--- config.mk ---
export PLATFORM = sky130hd
export DESIGN_NAME = cipher_key_bank
export DESIGN_NICKNAME = d
export VERILOG_FILES = /design/src/rtl/ckb_pkg.sv /design/src/rtl/ckb_decode.sv /design/src/rtl/ckb_key_store.sv /design/src/rtl/ckb_ctrl_regs.sv /design/src/rtl/ckb_unload_seq.sv /design/src/rtl/cipher_key_bank.sv
export SDC_FILE = /design/constraint.sdc
export NUM_CORES = 1
export LEC_CHECK = 0
export ABC_AREA = 0
export ABC_CLOCK_PERIOD_IN_PS = 2600
export BUFFER_PORTS_ARGS = -buffer_cell sky130_fd_sc_hd__buf_2
export CORE_AREA = 2 2 419 421
export DETAILED_ROUTE_END_ITERATION = 12
export DIE_AREA = 0 0 421 423
export GPL_ROUTABILITY_DRIVEN = 0
export PLACE_DENSITY = 0.35
export SLEW_MARGIN = 30
export SYNTH_ARGS = -nofsm -noshare
export SYNTH_HDL_FRONTEND = slang
export SYNTH_SLANG_ARGS = --single-unit
--- constraint.sdc ---
create_clock -name clk -period 2.6 [get_ports clk]
set_clock_uncertainty 0.2 [all_clocks]
set_input_delay 0.13 -clock clk [delete_from_list [all_inputs] [get_ports clk]]
set_output_delay 0.13 -clock clk [all_outputs]
set_load 0.01 [all_outputs]
--- src/rtl/ckb_pkg.sv ---
package ckb_pkg;
    localparam int unsigned WORD_DEF   = 64;
    localparam int unsigned ADDR_DEF   = 20;
    localparam int unsigned WIN_DEF    = 8;
    localparam logic [ADDR_DEF-1:0] BASE_DEF = 20'h3E400;

    // slot codes: bit 2 clear means a key slot
    typedef enum logic [2:0] {
        SL_CONF_HI = 3'd0,
        SL_CONF_LO = 3'd1,
        SL_INTG_HI = 3'd2,
        SL_INTG_LO = 3'd3,
        SL_MODE    = 3'd4,
        SL_STAT    = 3'd5,
        SL_HOLE    = 3'd6,
        SL_OUTSIDE = 3'd7
    } slot_e;

    typedef struct packed {
        logic  req;
        logic  wr;
        slot_e slot;
    } acc_t;

    typedef struct packed {
        logic ctx_reload;
        logic ctx_unload;
        logic partial;
        logic init;
        logic pad_end;
        logic auth_only;
    } mode_t;
    localparam int unsigned MODE_W = $bits(mode_t);

    typedef struct packed {
        logic cfg_err;
        logic ctx_err;
        logic addr_err;
    } stat_t;
    localparam int unsigned STAT_W = $bits(stat_t);

    function automatic logic mode_bad(input mode_t m);
        return (m.partial && m.ctx_unload && m.pad_end) ||
               (m.partial && m.ctx_reload && m.init);
    endfunction
endpackage

--- src/rtl/ckb_decode.sv ---
module ckb_decode
    import ckb_pkg::*;
#(
    parameter int unsigned ADDR_W   = ADDR_DEF,
    parameter int unsigned WIN_BITS = WIN_DEF,
    parameter logic [ADDR_W-1:0] BASE = BASE_DEF
) (
    input  logic              req,
    input  logic              wr,
    input  logic [ADDR_W-1:0] addr,
    output acc_t              acc
);
    localparam int unsigned OFF_W = WIN_BITS - 3;

    logic [OFF_W-1:0] widx;
    logic             in_win;
    slot_e            slot;

    assign widx   = addr[WIN_BITS-1:3];
    assign in_win = (addr[ADDR_W-1:WIN_BITS] == BASE[ADDR_W-1:WIN_BITS]);

    always_comb begin
        if (!in_win) begin
            slot = SL_OUTSIDE;
        end else if (addr[2:0] != 3'd0) begin
            slot = SL_HOLE;
        end else begin
            case (widx)
                OFF_W'(0): slot = SL_CONF_HI;
                OFF_W'(1): slot = SL_CONF_LO;
                OFF_W'(2): slot = SL_INTG_HI;
                OFF_W'(3): slot = SL_INTG_LO;
                OFF_W'(4): slot = SL_MODE;
                OFF_W'(5): slot = SL_STAT;
                default:   slot = SL_HOLE;
            endcase
        end
    end

    assign acc = '{req: req, wr: wr, slot: slot};
endmodule

--- src/rtl/ckb_key_store.sv ---
module ckb_key_store
    import ckb_pkg::*;
#(
    parameter int unsigned WORD_W = WORD_DEF
) (
    input  logic                clk,
    input  logic                rst,
    input  acc_t                acc,
    input  logic                busy,
    input  logic                auth_only,
    input  logic [WORD_W-1:0]   wdata,
    output logic [2*WORD_W-1:0] conf_key,
    output logic [2*WORD_W-1:0] integ_key,
    output logic                wr_rejected
);
    localparam int unsigned NSLOT = 4;

    logic [NSLOT-1:0][WORD_W-1:0] key_q;
    logic [2:0] sidx;
    logic [1:0] tgt;
    logic       key_wr;
    logic       wr_ok;

    assign sidx   = acc.slot;
    assign key_wr = acc.req && acc.wr && !sidx[2];
    assign wr_ok  = key_wr && !busy;
    assign wr_rejected = key_wr && busy;

    // authentication-only mode redirects the low pair onto the integrity pair
    always_comb begin
        tgt = sidx[1:0];
        if (auth_only && !sidx[1]) tgt = {1'b1, sidx[0]};
    end

    for (genvar g = 0; g < NSLOT; g++) begin : g_slot
        always_ff @(posedge clk) begin
            if (rst)                       key_q[g] <= '0;
            else if (wr_ok && tgt == 2'(g)) key_q[g] <= wdata;
        end
    end

    assign conf_key  = {key_q[0], key_q[1]};
    assign integ_key = {key_q[2], key_q[3]};

    p_busy_write_dropped_r4: assert property (@(posedge clk) disable iff (rst)
        (acc.req && acc.wr && busy) |=> $stable(key_q));

    p_alias_spares_conf_r5: assert property (@(posedge clk) disable iff (rst)
        (acc.req && acc.wr && auth_only &&
         (acc.slot == SL_CONF_HI || acc.slot == SL_CONF_LO)) |=> $stable(conf_key));
endmodule

--- src/rtl/ckb_ctrl_regs.sv ---
module ckb_ctrl_regs
    import ckb_pkg::*;
#(
    parameter int unsigned WORD_W = WORD_DEF
) (
    input  logic              clk,
    input  logic              rst,
    input  acc_t              acc,
    input  logic [MODE_W-1:0] wdata_lo,
    input  logic              wr_rejected,
    output mode_t             mode_q,
    output stat_t             stat_q,
    output logic              rvalid,
    output logic [WORD_W-1:0] rdata,
    output logic              irq
);
    logic  is_key, is_rd, mode_wr, stat_wr;
    mode_t mode_new;
    stat_t set_v, clr_v;

    assign is_key   = (acc.slot == SL_CONF_HI) || (acc.slot == SL_CONF_LO) ||
                      (acc.slot == SL_INTG_HI) || (acc.slot == SL_INTG_LO);
    assign is_rd    = acc.req && !acc.wr && (acc.slot != SL_OUTSIDE);
    assign mode_wr  = acc.req && acc.wr && (acc.slot == SL_MODE);
    assign stat_wr  = acc.req && acc.wr && (acc.slot == SL_STAT);
    assign mode_new = mode_t'(wdata_lo);

    always_comb begin
        set_v          = '0;
        set_v.addr_err = acc.req && ((acc.slot == SL_HOLE) || (!acc.wr && is_key));
        set_v.ctx_err  = wr_rejected;
        set_v.cfg_err  = mode_wr && mode_bad(mode_new);
        clr_v          = stat_wr ? stat_t'(wdata_lo[STAT_W-1:0]) : stat_t'('0);
    end

    always_ff @(posedge clk) begin
        if (rst) begin
            mode_q <= '0;
            stat_q <= '0;
            rvalid <= 1'b0;
            rdata  <= '0;
        end else begin
            if (mode_wr) mode_q <= mode_new;
            stat_q <= (stat_q & ~clr_v) | set_v;
            rvalid <= is_rd;
            if (is_rd) begin
                case (acc.slot)
                    SL_MODE: rdata <= WORD_W'(mode_q);
                    SL_STAT: rdata <= WORD_W'(stat_q);
                    default: rdata <= '0;
                endcase
            end
        end
    end

    assign irq = |stat_q;

    p_key_read_blank_r3: assert property (@(posedge clk) disable iff (rst)
        (acc.req && !acc.wr && is_key) |=> (rvalid && rdata == '0 && stat_q.addr_err));

    p_addr_err_sticky_r8: assert property (@(posedge clk) disable iff (rst)
        (stat_q.addr_err && !stat_wr) |=> stat_q.addr_err);

    p_ctx_err_sticky_r8: assert property (@(posedge clk) disable iff (rst)
        (stat_q.ctx_err && !stat_wr) |=> stat_q.ctx_err);

    p_cfg_err_sticky_r8: assert property (@(posedge clk) disable iff (rst)
        (stat_q.cfg_err && !stat_wr) |=> stat_q.cfg_err);

    p_outside_silent_r6: assert property (@(posedge clk) disable iff (rst)
        (acc.req && acc.slot == SL_OUTSIDE) |=> !rvalid);
endmodule

--- src/rtl/ckb_unload_seq.sv ---
module ckb_unload_seq #(
    parameter int unsigned WORD_W = 64,
    parameter int unsigned NWORDS = 9
) (
    input  logic                           clk,
    input  logic                           rst,
    input  logic [NWORDS-1:0][WORD_W-1:0]  words,
    input  logic                           start,
    input  logic                           ready,
    output logic                           valid,
    output logic [WORD_W-1:0]              data,
    output logic                           last
);
    localparam int unsigned IDX_W = $clog2(NWORDS);
    localparam logic [IDX_W-1:0] LAST_IDX = IDX_W'(NWORDS - 1);

    typedef enum logic {ST_IDLE, ST_RUN} st_e;
    st_e             st_q;
    logic [IDX_W-1:0] idx_q;

    always_ff @(posedge clk) begin
        if (rst) begin
            st_q  <= ST_IDLE;
            idx_q <= '0;
        end else begin
            case (st_q)
                ST_IDLE: if (start) begin
                    st_q  <= ST_RUN;
                    idx_q <= '0;
                end
                ST_RUN: if (ready) begin
                    if (idx_q == LAST_IDX) st_q  <= ST_IDLE;
                    else                   idx_q <= idx_q + 1'b1;
                end
                default: st_q <= ST_IDLE;
            endcase
        end
    end

    assign valid = (st_q == ST_RUN);
    assign data  = words[idx_q];
    assign last  = valid && (idx_q == LAST_IDX);

    p_stall_holds_r10: assert property (@(posedge clk) disable iff (rst)
        (valid && !ready) |=> (valid && $stable(idx_q)));

    p_done_after_last_r9: assert property (@(posedge clk) disable iff (rst)
        (valid && ready && last) |=> !valid);

    p_step_by_one_r9: assert property (@(posedge clk) disable iff (rst)
        (valid && ready && !last) |=> (valid && idx_q == $past(idx_q) + 1'b1));
endmodule

--- src/rtl/cipher_key_bank.sv ---
module cipher_key_bank
    import ckb_pkg::*;
#(
    parameter int unsigned WORD_W   = WORD_DEF,
    parameter int unsigned ADDR_W   = ADDR_DEF,
    parameter int unsigned WIN_BITS = WIN_DEF,
    parameter logic [ADDR_W-1:0] BASE = BASE_DEF,
    parameter int unsigned NCTX     = 6,
    localparam int unsigned NWORDS  = NCTX + 3
) (
    input  logic                   clk,
    input  logic                   rst,
    input  logic                   bus_req,
    input  logic                   bus_wr,
    input  logic [ADDR_W-1:0]      bus_addr,
    input  logic [WORD_W-1:0]      bus_wdata,
    output logic                   bus_rvalid,
    output logic [WORD_W-1:0]      bus_rdata,
    input  logic                   engine_busy,
    output logic [2*WORD_W-1:0]    conf_key,
    output logic [2*WORD_W-1:0]    integ_key,
    output logic [MODE_W-1:0]      mode_bits,
    output logic                   irq,
    input  logic [WORD_W-1:0]      ctx_iv1,
    input  logic [WORD_W-1:0]      ctx_icv_in,
    input  logic [WORD_W-1:0]      ctx_iv2,
    input  logic [NCTX*WORD_W-1:0] ctx_regs,
    input  logic                   unload_start,
    input  logic                   unload_ready,
    output logic                   unload_valid,
    output logic [WORD_W-1:0]      unload_data,
    output logic                   unload_last
);
    acc_t  acc;
    mode_t mode_q;
    stat_t stat_q;
    logic  wr_rejected;
    logic [NWORDS-1:0][WORD_W-1:0] words;

    ckb_decode #(.ADDR_W(ADDR_W), .WIN_BITS(WIN_BITS), .BASE(BASE)) u_dec (
        .req(bus_req), .wr(bus_wr), .addr(bus_addr), .acc(acc)
    );

    ckb_key_store #(.WORD_W(WORD_W)) u_keys (
        .clk(clk), .rst(rst), .acc(acc), .busy(engine_busy),
        .auth_only(mode_q.auth_only), .wdata(bus_wdata),
        .conf_key(conf_key), .integ_key(integ_key), .wr_rejected(wr_rejected)
    );

    ckb_ctrl_regs #(.WORD_W(WORD_W)) u_ctrl (
        .clk(clk), .rst(rst), .acc(acc), .wdata_lo(bus_wdata[MODE_W-1:0]),
        .wr_rejected(wr_rejected), .mode_q(mode_q), .stat_q(stat_q),
        .rvalid(bus_rvalid), .rdata(bus_rdata), .irq(irq)
    );

    // fixed unload order: IV 1, ICV-in, IV 2, then the context words
    assign words[0] = ctx_iv1;
    assign words[1] = ctx_icv_in;
    assign words[2] = ctx_iv2;
    for (genvar i = 0; i < NCTX; i++) begin : g_ctx
        assign words[3+i] = ctx_regs[i*WORD_W +: WORD_W];
    end

    ckb_unload_seq #(.WORD_W(WORD_W), .NWORDS(NWORDS)) u_seq (
        .clk(clk), .rst(rst), .words(words), .start(unload_start),
        .ready(unload_ready), .valid(unload_valid), .data(unload_data),
        .last(unload_last)
    );

    assign mode_bits = mode_q;

    p_irq_tracks_status_r8: assert property (@(posedge clk) disable iff (rst)
        (stat_q == '0) |-> !irq);
endmodule

Yosys cells after proc, flatten, opt, wreduce, memory -nomap -nowiden --
Cells that the tools add are included.
Storage, ports and cells: memories 0, latch bits 0, output and inout bits 394, flip-flop bits (word level) 335, logic and storage cells 95, bits of input ports 667, bits in read-only memories 0, memory bits (writable) 0
Operators by class: $mul 0, order comparisons 1, $add $sub $neg 1, mux-type cells 16, div/mod/pow operators 0, reduce and logical (&&, ||, !) cells 36, shift-type cells 0, bitwise logic cells 4, eq/ne operators 20
Operators by type and width (count):
- 64-bit binary-select mux with 4-bit select | 1
- 64-bit 2-to-1 mux | 1
- 1-bit logical AND | 21
- 3-bit one-hot mux with 6 select lines | 1
- 12-bit by 10-bit equality test with 1-bit output, second input constant | 1
- 4-bit 2-to-1 mux | 3
- 6-bit one-hot mux with 2 select lines | 1
- 5-bit by 2-bit equality test with 1-bit output, second input constant | 2
- 5-bit by 3-bit equality test with 1-bit output, second input constant | 2
- 3-bit equality test, second input constant | 3
- 3-bit 2-to-1 mux | 3
- 4-bit one-hot mux with 2 select lines | 1
- 3-bit by 2-bit equality test with 1-bit output, second input constant | 2
- 2-bit != test, second input constant | 3
- 5-bit by 1-bit equality test with 1-bit output, second input constant | 1
- 5-bit zero test | 1
- 1-bit logical OR | 5
- 4-bit by 5-bit less-than comparator with 1-bit output, second input constant | 1
- 4-bit by 1-bit adder with 4-bit output, second input constant | 1
- 2-bit equality test, second input constant | 2
- 4-bit equality test, second input constant | 1
- 1-bit zero test | 4
- 3-bit AND | 1
- 3-bit by 1-bit equality test with 1-bit output, second input constant | 1
- 13 further kinds | 15

Longest topological paths before layout --
Gate-level depths: netlist of run 1.
word-level depth 12, depth in mapped cells 9

Modules after synthesis --
Synthesis of run 1 repeated with hierarchy kept, for this count alone.
Unflattened totals: cell total of the unflattened synthesis 1609, area, all modules 16580.9 µm²
By module, submodules not included:
- ckb_key_store | cells an instance 905, times used 1, area an instance 10116.0 µm²
- ckb_unload_seq | cells an instance 547, times used 1, area an instance 5089.9 µm²
- ckb_ctrl_regs | cells an instance 144, times used 1, area an instance 1277.5 µm²
- ckb_decode | cells an instance 13, times used 1, area an instance 97.6 µm²

Worst setup path after synthesis of run 1 --
No wires, ideal clock.
path type register -> output, from reg u_seq.idx_q[0], to out unload_data[11], path slack 358 ps, stages on the path, launching flop included 7, data required time 2270 ps, arrival 1912 ps, path through dfxtp_1 clkbuf_1 clkbuf_1 buf_2 mux4_2 mux2i_1 o21ai_0
Between the ends: cells in the longest elaborated chain, start to end 2
RTL lines:
- start: declaration | line ckb_unload_seq.sv:19 | logic [IDX_W-1:0] idx_q;
- start signal: assignment | line ckb_unload_seq.sv:33 | else idx_q <= idx_q + 1'b1;
- 64-bit binary-select mux with 4-bit select | line ckb_unload_seq.sv:41 | assign data = words[idx_q];
- 64-bit 2-to-1 mux (not written as such) | line ckb_unload_seq.sv:41
- end: declaration | line cipher_key_bank.sv:31 | output logic [WORD_W-1:0] unload_data,
No other way between the ends. The select of a mux whose other input is x is not followed.

Worst setup path after layout of run 1 --
from reg u_seq.idx_q[0], to out unload_data[32]
Same word-level chain as after synthesis.

==> flow_summary.toml, run 1 <==
[floorplanning]
ioPinCount = 1061
rows = 153
start_util_pct = 9.21
die_y_um = 423
core_area_um2 = 173000
dieArea_um2 = 178000
dieWidth_um = 421

[setup_path]
critical_path_arrival_ps = 2600
path_max_fanout = 8
timing.rr.start = "u_seq.idx_q[1]"
cp-end-kind = "output port"
crit_path_start_kind = "flip-flop"
crit_required_ps = 2270
timing.rr.end = "u_seq.valid"
crit_chain = "buf_12 -> buf_16 -> buf_12 -> buf_12 -> mux4_2 -> mux2i_4 -> o21ai_1 -> buf_2"
crit_type = "flip-flop to output port"
crit_path_frequent_cell = "buf_12"
reg2reg_depth = 8
worst_path_max_delay_cell = "mux4_2"
cpPeakStageDelay_ps = 530
r2r_slack_ps = 160

[cts]
h-tree-depth = 2
clkSinkCount = 277
clk_pin_slew_ps = 70
cts-buffers-inserted = 35
clk_latency_ps = 540
clk_path_buf_depth = 3
cts_tree = "built"
cts-root-buf = "clkbuf_16"

[yosys]
synth_top_area_share_pct = 34.8
synth-seq-area-share_pct = 34.8
synth.cell_area_um2 = 16000
synthFlopType = "dfxtp_1"
syn-instance-count = 1446
synth.most_common_cell = "mux2i_1"
synth-edff-count = 0
synth.distinct_cells = 47
async_flop_share_pct = 0
synthTopCellsByArea = "dfxtp_1 (35%), mux2i_1 (21%), mux4_2 (18%)"
yosys_warnings = 0
yosys_register_bits = 277
synth_area_leader_cell = "dfxtp_1"
avgSynthCellArea_um2 = 11.0
synthTopCellsByCount = "mux2i_1 (329), nand2b_1 (328), dfxtp_1 (277), mux4_2 (128), clkbuf_1 (74)"

[timing]
fin_crit_ps = 2930
setup_viol = 64
hold_ws_ps = -8.31
fin_setup_tns_ps = -14610
min_period_over_period_pct = 113
slew_headroom_pct = 44.2
rsz0062_at_grt = "true"
maxSlewViolCount = 0
hold_viol = 2
fmax_ghz = 0.341
max_slew.worst_pin.slew_ps = 832
timing.final.ws_setup_ps = -331

[cells_and_area]
postLayoutCellArea_um2 = 28000
fin_util_pct = 16.2
fillers = 19600
multi_input_area_um2 = 9980
final_nets = 3297
register_area_um2 = 5560
drive_above_1_share_pct = 54.0
syn_to_final_growth_pct = 75.8

[placed_design]
port_buffers = 1002
post-place-ws_ps = -184
placed_area_um2 = 24800
dpl.hpwl_mm = 115

[routing]
routed_wl_mm = 134
firstDrtPassIters = 5
num_vias = 16800
drtIter0Drc = 1073
vias_per_cell = 3.36
wl_per_cell_um = 26.8
drc = 0
ant_nets = 0

[worst_hold_path]
min_to = "u_keys.conf_key[29]"
hold_depth = 3
hp-class = "input pin to flip-flop"
hold_start = "bus_wdata[29]"

[grt]
grt_pass1_wl_mm = 167
grt_pass1_vias = 16600
grt_max_degree = 75
track_usage_pct = 14.2
antenna_found_initial = 132
globalRouteOverflowTotal = 0

[run_status]
status = "finished, violations left"
violations = "hold timing, setup timing"

[power_and_ir_drop]
p_total_uw = 11600
leakage_uw = 0.0127
power.density_nw_per_um2 = 415
vdd_drop_max_mv = 0.315

[job]
drv_cap = 0
-- flip-flops by register name, indices dropped and copies added (netlist names) --
signal,flops
u_seq.idx_q,4
u_ctrl.stat_q,3
u_ctrl.rvalid,1
u_ctrl.mode_q,6
u_keys.integ_key,128
u_ctrl.rdata,6
u_seq.valid,1
u_keys.conf_key,128
-- power by group --
part	internal, uW	switching [uW]	total (uW)
Sequential	4240	5.79	4250
Clock	2900	2170	5070
Combinational	1190	1130	2310
-- critical path: cells and delay by family, from the launching register on --
| kind | cells | cell delay [ps] |
|---|---|---|
| AO/OA/AOI/OAI | 1 | 80 |
| buffers and inverters | 5 | 730 |
| flip-flops | 1 | 370 |
| multiplexers | 2 | 830 |
-- kinds of logic (layout without fill, tap and decap cells) --
group,Yosys count,in the layout,share of synthesized area (%)
buf+inv,184,1335,6.66
compound gates,90,90,3.19
simple gates,435,435,16.5
mux,457,457,38.7
flops,277,277,34.8
other cells,1,90,0.0235
fa+ha+maj,2,2,0.157
-- worst max path at each step --
stage	from	cells past startpoint	endpoint	slack, ps
2_1_floorplan	u_seq.idx_q[0]	6	unload_data[11]	360
3_3_place_gp	u_seq.idx_q[0]	7	unload_data[36]	-180
3_5_place_dp	u_seq.idx_q[0]	7	unload_data[36]	-180
4_1_cts	u_seq.idx_q[0]	9	unload_data[28]	-390
5_1_grt	u_seq.idx_q[0]	9	unload_data[0]	-390
6_report	u_seq.idx_q[0]	8	unload_data[32]	-330
-- layout make-up --
type,count,share of cell area (%)
antenna,32,0.285
tap,2325,10.4
clock inverter,19,0.718
multi-input combinational,1042,35.6
sequential,277,19.8
clock buffer,44,3.46
timing repair buffer,1267,29.7
inverter,5,0.0669
-- routing by layer --
layer  GRT usage (%)  vias to the layer above  part of all wire, %
met5               0                        -                0.067
met4            5.06                       18                  4.1
met3            2.79                      289                  5.5
met2            28.9                      864                   57
met1            13.8                     8204                   33
li1                -                     7471                    -
-- through the flow --
stage	std cells	hold slack, ps
2_1_floorplan	1503	29.6
3_3_place_gp	4794	234
3_5_place_dp	4794	238
4_1_cts	4967	1.38
5_1_grt	5000	24.5
6_report	5011	-8.31
-- timing repair --
action | 4_1_cts | 5_1_grt
cloned | 7 | 4
hold buffers | 83 | 2
hold endpoints to repair | 273 | 3
gates resized for setup | 119 | 51
setup endpoints to repair | 65 | 69
setup buffers | 21 | 13
pin swaps | 4 | 4
-- cells in the final DEF, fill, tap and decap left out, types with 30 or more instances in the layout --
cell type	instances
nand2_1	68
o21ai_0	34
dlygate4sd3_1	82
buf_12	57
buf_6	30
buf_2	987
mux2i_1	292
diode_2	32
mux4_2	128
dfxtp_1	273
nand2b_1	328
conb_1	58
buf_4	94
clkbuf_16	38
(Power assumes the default switching activity.)
==> inputs of run 2 (changes only) <==
--- a/config.mk
+++ b/config.mk
@@ -13,6 +13,7 @@
 export DIE_AREA = 0 0 421 423
 export GPL_ROUTABILITY_DRIVEN = 0
 export PLACE_DENSITY = 0.35
+export SETUP_SLACK_MARGIN = 0.3
 export SLEW_MARGIN = 30
 export SYNTH_ARGS = -nofsm -noshare
 export SYNTH_HDL_FRONTEND = slang
==> run 2 against run 1 <==
Compared with the run above:
- the flow still finishes with violations (hold timing, setup timing)
- sequential power is essentially flat
- largest cell class unchanged
- worst setup slack lost 56 ps
- power is essentially flat
- critical path depth shrank 2
- highest routed layer unchanged
- die area is the same
- final cell count is essentially flat
- critical path type unchanged
- register-to-register slack gained 170 ps
- wire length grew 0.16%
==> flow_summary.toml, run 2 (synthesized netlist as in run 1, its figures left out) <==
[routing]
met2_length_mm = 76.8
met3_length_mm = 7.65
num_vias = 16900
wl_met1_mm = 44.1
top_layer = "met5"
routed_wl_mm = 134
drtIter0Drc = 995
firstDrtPassIters = 6
vias_per_cell = 3.37
ant_nets = 0
wl_per_cell_um = 26.8
drc = 0

[setup_path]
timing.rr.end = "u_seq.idx_q[0]"
r2r_slack_ps = 330
startpoint = "u_seq.idx_q[0]"
crit_type = "flip-flop to output port"
critPathCapture = "unload_data[35]"
critical_path_arrival_ps = 2660
path_max_fanout = 12
timing.rr.start = "u_seq.idx_q[0]"
cp-end-kind = "output port"
crit_required_ps = 2270
crit_path_start_kind = "flip-flop"
reg2reg_depth = 11

[cts]
clk_latency_ps = 540
cts-root-buf = "clkbuf_16"
clk_path_buf_depth = 3
clk_pin_slew_ps = 70
cts_tree = "built"
h-tree-depth = 2
clkSinkCount = 277
cts-buffers-inserted = 35

[cells_and_area]
final_nets = 3298
syn_to_final_growth_pct = 75.4
final_common_cell = "buf_2"
drive_above_1_share_pct = 53.9
mostFrequentLayoutCells = "buf_2 (987), nand2b_1 (328), mux2i_1 (295), dfxtp_1 (273), mux4_2 (128)"
instances_no_fill = 5009
postLayoutCellArea_um2 = 28000

[power_and_ir_drop]
switching_share_pct = 28.3
clkPwrFrac_pct = 43.5
vdd_drop_max_mv = 0.314
leakage_uw = 0.0127
comb_power_share_pct = 19.9
p_total_uw = 11600
p_int_uw = 8320
power.density_nw_per_um2 = 415
p_sw_uw = 3290
pwr-share-seq_pct = 36.6

[placed_design]
dpl.hpwl_mm = 115
port_buffers = 1002
dp.cells = 4794
placed_area_um2 = 24800
post-place-ws_ps = -184

[floorplanning]
rows = 153
core_area_um2 = 173000
dieArea_um2 = 178000
dieWidth_um = 421
start_util_pct = 9.21
die_y_um = 423
ioPinCount = 1061

[timing]
hold_ws_ps = -8.56
slew_headroom_pct = 48.2
maxSlewViolCount = 0
fin_crit_ps = 2990
rsz0062_at_grt = "true"
max_slew.worst_pin.slew_ps = 773
timing.final.ws_setup_ps = -387
fmax_ghz = 0.335
hold_viol = 2
setup_viol = 64
min_period_over_period_pct = 115

[worst_hold_path]
hp-class = "input pin to flip-flop"
hold_depth = 3

[run_status]
status = "finished, violations left"
violations = "hold timing, setup timing"

[grt]
grt_pass1_wl_mm = 168
globalRouteOverflowTotal = 0
grt_max_degree = 75
grt_pass1_vias = 16600
antenna_found_initial = 131
track_usage_pct = 14.2

[job]
drv_cap = 0
==> run 2: worst max-delay path: stages (launching register included) <==
cell and delay [ps]:
dfxtp_4 370, buf_12 150, buf_6 200, mux4_2 530, mux2i_1 290, o21ai_0 310, buf_2 250
==> run 2: what timing repair did <==
item | in CTS | in global routing
buffers inserted | 22 | 8
pin swaps | 5 | 8
resized for setup | 123 | 32
hold endpoints to repair | 273 | 0
hold buffers | 84 | 0
gates cloned | 7 | 2
endpoints found under the setup margin | 72 | 81
==> run 2: metal layers <==
| metal | up-vias | global-route usage (%) |
|---|---|---|
| met5 | - | 0 |
| met4 | 18 | 5.03 |
| met3 | 311 | 2.79 |
| met2 | 891 | 29.0 |
| met1 | 8174 | 13.8 |
| li1 | 7462 | - |
==> run 2: power by group through the flow <==
stage	sequential (uW)	combinational (uW)	clock (uW)
floorplan	4340	749	0
finish	4250	2310	5060
CTS	4250	2330	5300
global route	4250	2420	5390
detailed placement	4350	2030	0
global placement	4350	2030	0
==> run 2: per-stage QoR <==
| stage | hold WS (ps) | setup TNS [ps] | utilization [%] |
|---|---|---|---|
| after global placement | 234 | -568 | 14.3 |
| after floorplan | 29.6 | 0 | - |
| after detailed placement | 238 | -592 | 14.3 |
| after global routing | 54.3 | -22270 | 16.1 |
| after CTS | 37.1 | -19980 | 16.0 |
| final | -8.56 | -16280 | 16.2 |
==> run 2: layout make-up <==
cell class              instances  area (um2)
inverters                       5        18.8
fillers                     19700      145000
clock inverters                19         201
diodes                         29        72.6
flip-flops and latches        277        5560
clock buffers                  44         970
well taps                    2325        2910
repair buffers               1268        8290
multi-input cells            1042        9970
==> run 2: how the worst min path moves through the flow <==
stage | start | endpoint
5_1_grt | bus_wdata[29] | u_keys.conf_key[93]
3_3_place_gp | unload_ready | u_seq.valid
6_report | bus_wdata[29] | u_keys.conf_key[29]
3_5_place_dp | bus_wdata[1] | u_ctrl.stat_q[1]
2_1_floorplan | unload_ready | u_seq.valid
4_1_cts | rst | u_keys.integ_key[69]
